[src/rtl/dtg_pkg.sv]
// Shared constants and helpers for the raster timing generator.
// Assumes nothing beyond 1800-2017 package semantics.
package dtg_pkg;

    localparam int DTG_DELAY_W   = 5;   // width of the line-delay output
    localparam int DTG_DELAY_CAP = 30;  // saturation ceiling of the line delay
    localparam int DTG_TRIM      = 2;   // subtraction applied by the trim bit

    // Index of each sync signal inside the polarity stage.
    typedef enum int {
        SYNC_H = 0,
        SYNC_V = 1
    } sync_sel_e;

    localparam int DTG_NSYNC = 2;

endpackage

[src/rtl/dtg_shadow.sv]
// Shadow copy of the timing configuration.
// Captures the configuration inputs whenever load is high; the top raises
// load while idle and at every vertical wrap, so a running field always sees
// a frozen set of values.
module dtg_shadow #(
    parameter int XW = 12,
    parameter int YW = 12
) (
    input  logic          clk,
    input  logic          rst_n,
    input  logic          load,
    input  logic          in_interlace,
    input  logic          in_trim,
    input  logic          in_hinv,
    input  logic          in_vinv,
    input  logic [XW-1:0] in_h_active,
    input  logic [XW-1:0] in_h_total,
    input  logic [XW-1:0] in_h_bp,
    input  logic [YW-1:0] in_v_active,
    input  logic [YW-1:0] in_v_total,
    input  logic [YW-1:0] in_v_bp,
    input  logic [XW-1:0] in_h_sw,
    input  logic [YW-1:0] in_v_sw,
    output logic          sh_interlace,
    output logic          sh_trim,
    output logic          sh_hinv,
    output logic          sh_vinv,
    output logic [XW-1:0] sh_h_active,
    output logic [XW-1:0] sh_h_total,
    output logic [XW-1:0] sh_h_bp,
    output logic [YW-1:0] sh_v_active,
    output logic [YW-1:0] sh_v_total,
    output logic [YW-1:0] sh_v_bp,
    output logic [XW-1:0] sh_h_sw,
    output logic [YW-1:0] sh_v_sw
);

    // Capture all configuration fields together on a load request.
    always_ff @(posedge clk) begin
        if (!rst_n) begin
            sh_interlace <= 1'b0;
            sh_trim      <= 1'b0;
            sh_hinv      <= 1'b0;
            sh_vinv      <= 1'b0;
            sh_h_active  <= '0;
            sh_h_total   <= '0;
            sh_h_bp      <= '0;
            sh_v_active  <= '0;
            sh_v_total   <= '0;
            sh_v_bp      <= '0;
            sh_h_sw      <= '0;
            sh_v_sw      <= '0;
        end else if (load) begin
            sh_interlace <= in_interlace;
            sh_trim      <= in_trim;
            sh_hinv      <= in_hinv;
            sh_vinv      <= in_vinv;
            sh_h_active  <= in_h_active;
            sh_h_total   <= in_h_total;
            sh_h_bp      <= in_h_bp;
            sh_v_active  <= in_v_active;
            sh_v_total   <= in_v_total;
            sh_v_bp      <= in_v_bp;
            sh_h_sw      <= in_h_sw;
            sh_v_sw      <= in_v_sw;
        end
    end

endmodule

[src/rtl/dtg_counter.sv]
// Pixel and line counters with field tracking.
// Counters are cleared while the enable is low and for the first enabled
// cycle, so the scan restarts at the origin. Assumes h_total >= 1 and
// lines_total >= 1 while running.
module dtg_counter #(
    parameter int XW = 12,
    parameter int YW = 12
) (
    input  logic          clk,
    input  logic          rst_n,
    input  logic          enable,
    input  logic          interlace,
    input  logic [XW-1:0] h_total,
    input  logic [YW-1:0] lines_total,
    output logic          run_q,
    output logic [XW-1:0] hcnt,
    output logic [YW-1:0] line,
    output logic          field_q,
    output logic          frame_wrap
);

    logic h_last;
    logic v_last;
    logic active;

    // End-of-line, end-of-field and running decode.
    always_comb begin
        h_last     = (hcnt == h_total - XW'(1));
        v_last     = (line == lines_total - YW'(1));
        active     = enable && run_q;
        frame_wrap = active && h_last && v_last;
    end

    // Run flag: one cycle behind the enable so the first enabled cycle shows the origin.
    always_ff @(posedge clk) begin
        if (!rst_n) run_q <= 1'b0;
        else        run_q <= enable;
    end

    // Horizontal pixel counter.
    always_ff @(posedge clk) begin
        if (!rst_n || !active) hcnt <= '0;
        else if (h_last)       hcnt <= '0;
        else                   hcnt <= hcnt + XW'(1);
    end

    // Vertical line counter, advanced at each horizontal wrap.
    always_ff @(posedge clk) begin
        if (!rst_n || !active) line <= '0;
        else if (h_last) begin
            if (v_last) line <= '0;
            else        line <= line + YW'(1);
        end
    end

    // Field flag: alternates at each vertical wrap when interlaced.
    always_ff @(posedge clk) begin
        if (!rst_n || !active) field_q <= 1'b0;
        else if (frame_wrap)   field_q <= interlace ? ~field_q : 1'b0;
    end

endmodule

[src/rtl/dtg_decode.sv]
// Turns counter positions into sync, data-enable and field outputs.
// Sync widths and back-porch values are measured from the start of sync.
// Assumes the vertical sync width is at least 1 in interlaced mode.
module dtg_decode
    import dtg_pkg::*;
#(
    parameter int XW = 12,
    parameter int YW = 12
) (
    input  logic          run,
    input  logic          interlace,
    input  logic          field_q,
    input  logic          hinv,
    input  logic          vinv,
    input  logic [XW-1:0] hcnt,
    input  logic [YW-1:0] line,
    input  logic [XW-1:0] h_total,
    input  logic [XW-1:0] h_active,
    input  logic [XW-1:0] h_bp,
    input  logic [XW-1:0] h_sw,
    input  logic [YW-1:0] v_active,
    input  logic [YW-1:0] v_bp,
    input  logic [YW-1:0] v_sw,
    output logic          hsync,
    output logic          vsync,
    output logic          de,
    output logic          field
);

    logic [XW:0]         h_end;
    logic [YW:0]         v_end;
    logic [YW-1:0]       field_lines;
    logic [XW-1:0]       half_line;
    logic                h_in;
    logic                v_in;
    logic                vs_late;
    logic [DTG_NSYNC-1:0] raw;
    logic [DTG_NSYNC-1:0] inv;
    logic [DTG_NSYNC-1:0] pol;

    // Active window on both axes.
    always_comb begin
        field_lines = interlace ? (v_active >> 1) : v_active;
        h_end       = {1'b0, h_bp} + {1'b0, h_active};
        v_end       = {1'b0, v_bp} + {1'b0, field_lines};
        h_in        = (hcnt >= h_bp) && ({1'b0, hcnt} < h_end);
        v_in        = (line >= v_bp) && ({1'b0, line} < v_end);
    end

    // Unpolarised sync conditions; the second field's vsync is shifted by half a line.
    always_comb begin
        half_line = h_total >> 1;
        vs_late   = ((line == '0) && (hcnt >= half_line)) ||
                    ((line != '0) && (line < v_sw)) ||
                    ((line == v_sw) && (hcnt < half_line));
        raw[SYNC_H] = (hcnt < h_sw);
        raw[SYNC_V] = (interlace && field_q) ? vs_late : (line < v_sw);
        inv[SYNC_H] = hinv;
        inv[SYNC_V] = vinv;
    end

    // Polarity and idle gating, one identical stage per sync signal.
    for (genvar s = 0; s < DTG_NSYNC; s++) begin : g_pol
        assign pol[s] = run ? (raw[s] ^ inv[s]) : inv[s];
    end

    // Output mapping with idle gating of the strobes.
    always_comb begin
        hsync = pol[SYNC_H];
        vsync = pol[SYNC_V];
        de    = run && h_in && v_in;
        field = run && field_q;
    end

endmodule

[src/rtl/dtg_delay.sv]
// Start-of-line delay derived from vertical blanking of the shadow setup.
// Per-field blanking lines, halved when interlaced, optionally trimmed by
// two, clamped to zero and saturated at the ceiling.
module dtg_delay
    import dtg_pkg::*;
#(
    parameter int YW = 12
) (
    input  logic                   interlace,
    input  logic                   trim,
    input  logic [YW-1:0]          lines_total,
    input  logic [YW-1:0]          v_active,
    output logic [DTG_DELAY_W-1:0] delay
);

    localparam int SW = YW + 2;
    localparam logic signed [SW-1:0] TRIM_S = SW'(DTG_TRIM);
    localparam logic signed [SW-1:0] CAP_S  = SW'(DTG_DELAY_CAP);

    logic [YW-1:0]        act_lines;
    logic signed [SW-1:0] blank;

    // Blanking arithmetic with clamping at both ends.
    always_comb begin
        act_lines = interlace ? (v_active >> 1) : v_active;
        blank     = $signed({2'b00, lines_total}) - $signed({2'b00, act_lines});
        if (blank[SW-1]) blank = '0;
        if (interlace)   blank = blank >>> 1;
        if (trim)        blank = blank - TRIM_S;
        if (blank[SW-1]) blank = '0;
        if (blank > CAP_S) blank = CAP_S;
        delay = blank[DTG_DELAY_W-1:0];
    end

endmodule

[src/rtl/disp_timing_gen.sv]
// Top of the raster timing generator.
// Shadows the configuration, runs the counters and decodes the outputs.
// The shadow reloads while idle and at each vertical wrap.
module disp_timing_gen
    import dtg_pkg::*;
#(
    parameter int XW = 12,
    parameter int YW = 12
) (
    input  logic                   clk,
    input  logic                   rst_n,
    input  logic                   cfg_enable,
    input  logic                   cfg_interlace,
    input  logic                   cfg_trim,
    input  logic                   cfg_hsync_inv,
    input  logic                   cfg_vsync_inv,
    input  logic [XW-1:0]          cfg_h_active,
    input  logic [XW-1:0]          cfg_h_total,
    input  logic [XW-1:0]          cfg_h_bp,
    input  logic [YW-1:0]          cfg_v_active,
    input  logic [YW-1:0]          cfg_v_total,
    input  logic [YW-1:0]          cfg_v_bp,
    input  logic [XW+YW-1:0]       cfg_sync_width,
    output logic [XW-1:0]          x_o,
    output logic [YW-1:0]          y_o,
    output logic                   hsync_o,
    output logic                   vsync_o,
    output logic                   de_o,
    output logic                   field_o,
    output logic [DTG_DELAY_W-1:0] line_delay_o
);

    logic          run_q;
    logic          frame_wrap;
    logic          shadow_load;
    logic          field_q;
    logic          sh_interlace, sh_trim, sh_hinv, sh_vinv;
    logic [XW-1:0] sh_h_active, sh_h_total, sh_h_bp, sh_h_sw;
    logic [YW-1:0] sh_v_active, sh_v_total, sh_v_bp, sh_v_sw;
    logic [YW-1:0] lines_total;

    // Reload policy and line count (half-line total when progressive).
    always_comb begin
        shadow_load = !cfg_enable || !run_q || frame_wrap;
        lines_total = sh_interlace ? sh_v_total : (sh_v_total >> 1);
    end

    dtg_shadow #(.XW(XW), .YW(YW)) u_shadow (
        .clk          (clk),
        .rst_n        (rst_n),
        .load         (shadow_load),
        .in_interlace (cfg_interlace),
        .in_trim      (cfg_trim),
        .in_hinv      (cfg_hsync_inv),
        .in_vinv      (cfg_vsync_inv),
        .in_h_active  (cfg_h_active),
        .in_h_total   (cfg_h_total),
        .in_h_bp      (cfg_h_bp),
        .in_v_active  (cfg_v_active),
        .in_v_total   (cfg_v_total),
        .in_v_bp      (cfg_v_bp),
        .in_h_sw      (cfg_sync_width[XW-1:0]),
        .in_v_sw      (cfg_sync_width[XW+YW-1:XW]),
        .sh_interlace (sh_interlace),
        .sh_trim      (sh_trim),
        .sh_hinv      (sh_hinv),
        .sh_vinv      (sh_vinv),
        .sh_h_active  (sh_h_active),
        .sh_h_total   (sh_h_total),
        .sh_h_bp      (sh_h_bp),
        .sh_v_active  (sh_v_active),
        .sh_v_total   (sh_v_total),
        .sh_v_bp      (sh_v_bp),
        .sh_h_sw      (sh_h_sw),
        .sh_v_sw      (sh_v_sw)
    );

    dtg_counter #(.XW(XW), .YW(YW)) u_counter (
        .clk         (clk),
        .rst_n       (rst_n),
        .enable      (cfg_enable),
        .interlace   (sh_interlace),
        .h_total     (sh_h_total),
        .lines_total (lines_total),
        .run_q       (run_q),
        .hcnt        (x_o),
        .line        (y_o),
        .field_q     (field_q),
        .frame_wrap  (frame_wrap)
    );

    dtg_decode #(.XW(XW), .YW(YW)) u_decode (
        .run       (run_q),
        .interlace (sh_interlace),
        .field_q   (field_q),
        .hinv      (sh_hinv),
        .vinv      (sh_vinv),
        .hcnt      (x_o),
        .line      (y_o),
        .h_total   (sh_h_total),
        .h_active  (sh_h_active),
        .h_bp      (sh_h_bp),
        .h_sw      (sh_h_sw),
        .v_active  (sh_v_active),
        .v_bp      (sh_v_bp),
        .v_sw      (sh_v_sw),
        .hsync     (hsync_o),
        .vsync     (vsync_o),
        .de        (de_o),
        .field     (field_o)
    );

    dtg_delay #(.YW(YW)) u_delay (
        .interlace   (sh_interlace),
        .trim        (sh_trim),
        .lines_total (lines_total),
        .v_active    (sh_v_active),
        .delay       (line_delay_o)
    );

endmodule

[config.mk]
export PLATFORM = sky130hd
export DESIGN_NAME = disp_timing_gen
export DESIGN_NICKNAME = d
export VERILOG_FILES = /design/src/rtl/dtg_pkg.sv /design/src/rtl/dtg_shadow.sv /design/src/rtl/dtg_counter.sv /design/src/rtl/dtg_decode.sv /design/src/rtl/dtg_delay.sv /design/src/rtl/disp_timing_gen.sv
export SDC_FILE = /design/constraint.sdc
export NUM_CORES = 1
export LEC_CHECK = 0
export ABC_AREA = 0
export BUFFER_PORTS_ARGS = -buffer_cell sky130_fd_sc_hd__clkbuf_2
export CORE_ASPECT_RATIO = 2
export CORE_MARGIN = 3
export CORE_UTILIZATION = 55
export CTS_BUF_LIST = sky130_fd_sc_hd__clkbuf_4 sky130_fd_sc_hd__clkbuf_8
export CTS_CLUSTER_SIZE = 10
export DETAILED_ROUTE_END_ITERATION = 16
export GPL_ROUTABILITY_DRIVEN = 1
export PLACE_DENSITY = 0.77
export SLEW_MARGIN = 25
export SYNTH_ARGS = -nofsm -noshare
export SYNTH_HDL_FRONTEND = slang
export SYNTH_SLANG_ARGS = --single-unit
[constraint.sdc]
create_clock -name clk -period 6.5 [get_ports clk]
set_input_delay 0 -clock clk [delete_from_list [all_inputs] [get_ports clk]]
set_output_delay 0 -clock clk [all_outputs]
set_load 0.01 [all_outputs]
==> results.tsv <==
metric	value	unit
worst path cell trace	buf_4, mux2i_1, inv_1, ha_1, a21oi_1, o211ai_1, o21ai_0, and2_1, or2_2, ha_1, and2_1, nand3b_1, o32ai_1, mux2i_1, nor4_1, o311a_1, a21oi_1, clkbuf_2	
Wirelength per Cell	18.3	um
Core Region	17900	um2
htree depth	4	
period utilization	86.6	%
Min Clock Period, post-route	5630	ps
clock-pin transition on the worst setup and hold timing paths	70	ps
Yosys warnings	0	
Worst Setup Start Kind	register	
final max-slew violation count	0	
critical path's top delay family	compound AO/OA/AOI/OAI gates	
Worst Setup SP	u_shadow.sh_interlace	
post-DP HPWL	23200	um
final number of setup-violating endpoints	0	
GR Util All Layers	32.3	%
worst skew pair latency	460	ps
Cell variety after synth	75	
peak per-stage delay on the critical path	740	ps
main combinational cell family by area after synthesis	simple AND/OR/NAND/NOR gates	
Power Density	187	nW/um2
DR iter-0 viols	527	
CP Max Fanout	31	
status	finished, final reports clean	
Yosys reg bits	126	
final setup TNS	0	ps
Routed Antenna Nets	0	
Syn Std Cell Area	10100	um2
WHS	91.3	ps
IO Pins	136	
Max Root-Sink Buffers	2	
max_slew headroom	35.4	%
total power draw	0.00228	W
final instance area	12200	um2
commonest non-fill, non-tap cells in the layout	135 x nand2_1, 134 x clkbuf_2, 125 x dfxtp_1	
placed standard-cell area	10800	um2
CP arrival	5630	ps
Die H	198	um
FF+latch area	2520	um2
area of the multi-input gates	6840	um2
syn nets	1534	
Setup Crit Path Kind	reg -> out	
gpl congestion	1.03	
max-cap violation count	0	
post_cts resized	0	
Peak VDD IR	0.140	mV
unrepaired setup endpoints after global routing	no	
vias in the first global route	10300	
Synth Area in XOR/XNOR	6.58	%
Post-Synth Adder-Cell Area	15.7	%
root buf cell	clkbuf_8	
CTS sink count	126	
buffers plus inverters on the worst setup path	3	
max frequency	0.178	GHz
largest net degree at the start of global routing	110	
vias per inst	5.98	
FFs w/ async S/R, synth	0	%
CP required	6500	ps
complex-gate fraction of the synthesized area	20.4	%
Levels on crit path	18	
Post-synth EDFFs	0	
Crit. End Element	output pin	
total global routing overflow	0	
Final #Nets	1731	
num rows	69	
hold path cells	3	
WL final	31700	um
final hold violations	0	
Die X-Extent	102	um
Simple-Gate Fraction of Synth Area	22.4	%
Static Leak	5.50	nW
Hold Path Class	in -> reg	
IO Port Bufs	135	
Inserted Clock Buffers	17	
Worst path slowest cell	dfxtp_2	
area grow syn2layout	20.7	%
commonest non-fill, non-tap cell in the layout	nand2_1	
Post-Syn Instances	1306	
Synth Flop Type	dfxtp_1	
starting density of the core	56.6	%
actual slew at the worst max-slew pin	960	ps
Reg-to-Reg Start	u_shadow.sh_interlace	
# DRC	0	
post-synthesis mux area share	2.50	%
initial antenna violation count	1	
fillers	1434	
syn_area_per_cell	7.74	um2
Seq/Total Area, Yosys	24.9	%
layout cells sized above 1	12.7	%
total number of vias	10300	
Die ar.	20100	um2
drt pass-1 iters	5	
clock skew	14.0	ps
min-delay src	rst_n	
first-pass GRT wire length	50200	um
worst r2r path cells	13	
CTS tree	built	
-- through the flow --
step	cells	setup slack [ps]	utilization, %
global placement	1596	1550	60.5
floorplan	1306	1190	-
CTS	1729	931	68.3
finish	1730	869	68.3
detailed placement	1596	1450	60.5
global route	1730	500	68.3
-- state kept, by name, indices dropped and copies added, names as in the netlist, 12 cells and up --
name and cells:
u_counter.hcnt 12, u_counter.line 12, u_shadow.sh_h_active 12, u_shadow.sh_h_bp 12, u_shadow.sh_h_sw 12, u_shadow.sh_h_total 12
u_shadow.sh_v_active 12, u_shadow.sh_v_bp 12, u_shadow.sh_v_sw 12, u_shadow.sh_v_total 12
-- cell type report --
cell class	instances	share of cell area [%]
Inverter	104	3.20
Timing Repair Buffer	245	14.7
Clock inverter	9	0.708
Multi-Input combinational cell	1009	56.0
Sequential cell	126	20.7
Tap cell	213	2.18
Clock buffer	23	2.44
Antenna cell	1	0.0205
-- cells by family after synthesis --
logic type | count (synthesis)
multiplexers | 25
flip-flops | 126
buffers and inverters | 171
XOR/XNOR | 76
AND/OR/NAND/NOR | 458
AO/OA/AOI/OAI | 325
adder cells (fa/ha/maj) | 125
-- layer usage --
| metal | wire, um | GRT usage (%) |
|---|---|---|
| met3 | 1320 | 5.22 |
| met1 | 10100 | 28.4 |
| met5 | 0 | 0 |
| met4 | 3480 | 31.5 |
| met2 | 16800 | 58.7 |
-- path summary, 6_finish.rpt --
| check | end | slack (ps) |
|---|---|---|
| max reg2reg | u_shadow.sh_h_active[2] | 1850 |
| max | line_delay_o[3] | 870 |
| min | u_shadow.sh_v_total[9] | 90 |
| min reg2reg | u_shadow.sh_v_sw[7] | 460 |
-- power breakdown --
group | internal, W | total [W] | switching (W)
Clock | 0.000344 | 0.000666 | 0.000322
Sequential | 0.000812 | 0.000869 | 0.0000563
Combinational | 0.000327 | 0.000745 | 0.000418
Total | 0.00148 | 0.00228 | 0.000796
-- Yosys cell counts, drive strengths merged (4+ instances only) --
| library cell | instances | area, um2 |
|---|---|---|
| a211o | 8 | 70.1 |
| a211oi | 13 | 97.6 |
| a21o | 38 | 285 |
| a21oi | 52 | 260 |
| a31oi | 6 | 37.5 |
| and2 | 8 | 50.1 |
| and3 | 6 | 37.5 |
| and4 | 7 | 61.3 |
| buf | 31 | 233 |
| clkbuf | 36 | 135 |
| dfxtp | 126 | 2520 |
| ha | 122 | 1530 |
| inv | 104 | 390 |
| mux2i | 23 | 230 |
| nand2 | 135 | 507 |
| nand2b | 20 | 125 |
| nand3 | 115 | 576 |
| nand3b | 4 | 30.0 |
| nand4 | 8 | 50.1 |
| nor2 | 68 | 258 |
| nor2b | 18 | 113 |
| nor3 | 23 | 120 |
| nor4 | 20 | 140 |
| o2111ai | 5 | 43.8 |
| o211ai | 8 | 60.1 |
| o21a | 14 | 105 |
| o21ai | 130 | 651 |
| o21bai | 9 | 67.6 |
| o221ai | 4 | 41.3 |
| o311a | 5 | 50.1 |
| or2 | 7 | 43.8 |
| or3 | 6 | 37.5 |
| or4 | 4 | 30.0 |
| xnor2 | 51 | 447 |
| xor2 | 25 | 219 |
-- worst reg2reg max path: cells and delay by family, from the launching register on --
kind                       cells  cell delay (ps)
and+or+nand+nor                6             1210
xor gates and xnor gates       1              220
adders and majority gates      1              330
DFF                            1              740
muxes                          1              450
buffers and inverters          1              560
AOI/OAI and AO/OA              3             1070
-- what timing repair did --
action                                  4_1_cts  5_1_grt
setup buffers                                 0        0
hold endpoints to repair                    102        0
hold buffers                                101        0
endpoints found under the setup margin        0        0
(Power assumes the default switching activity.)
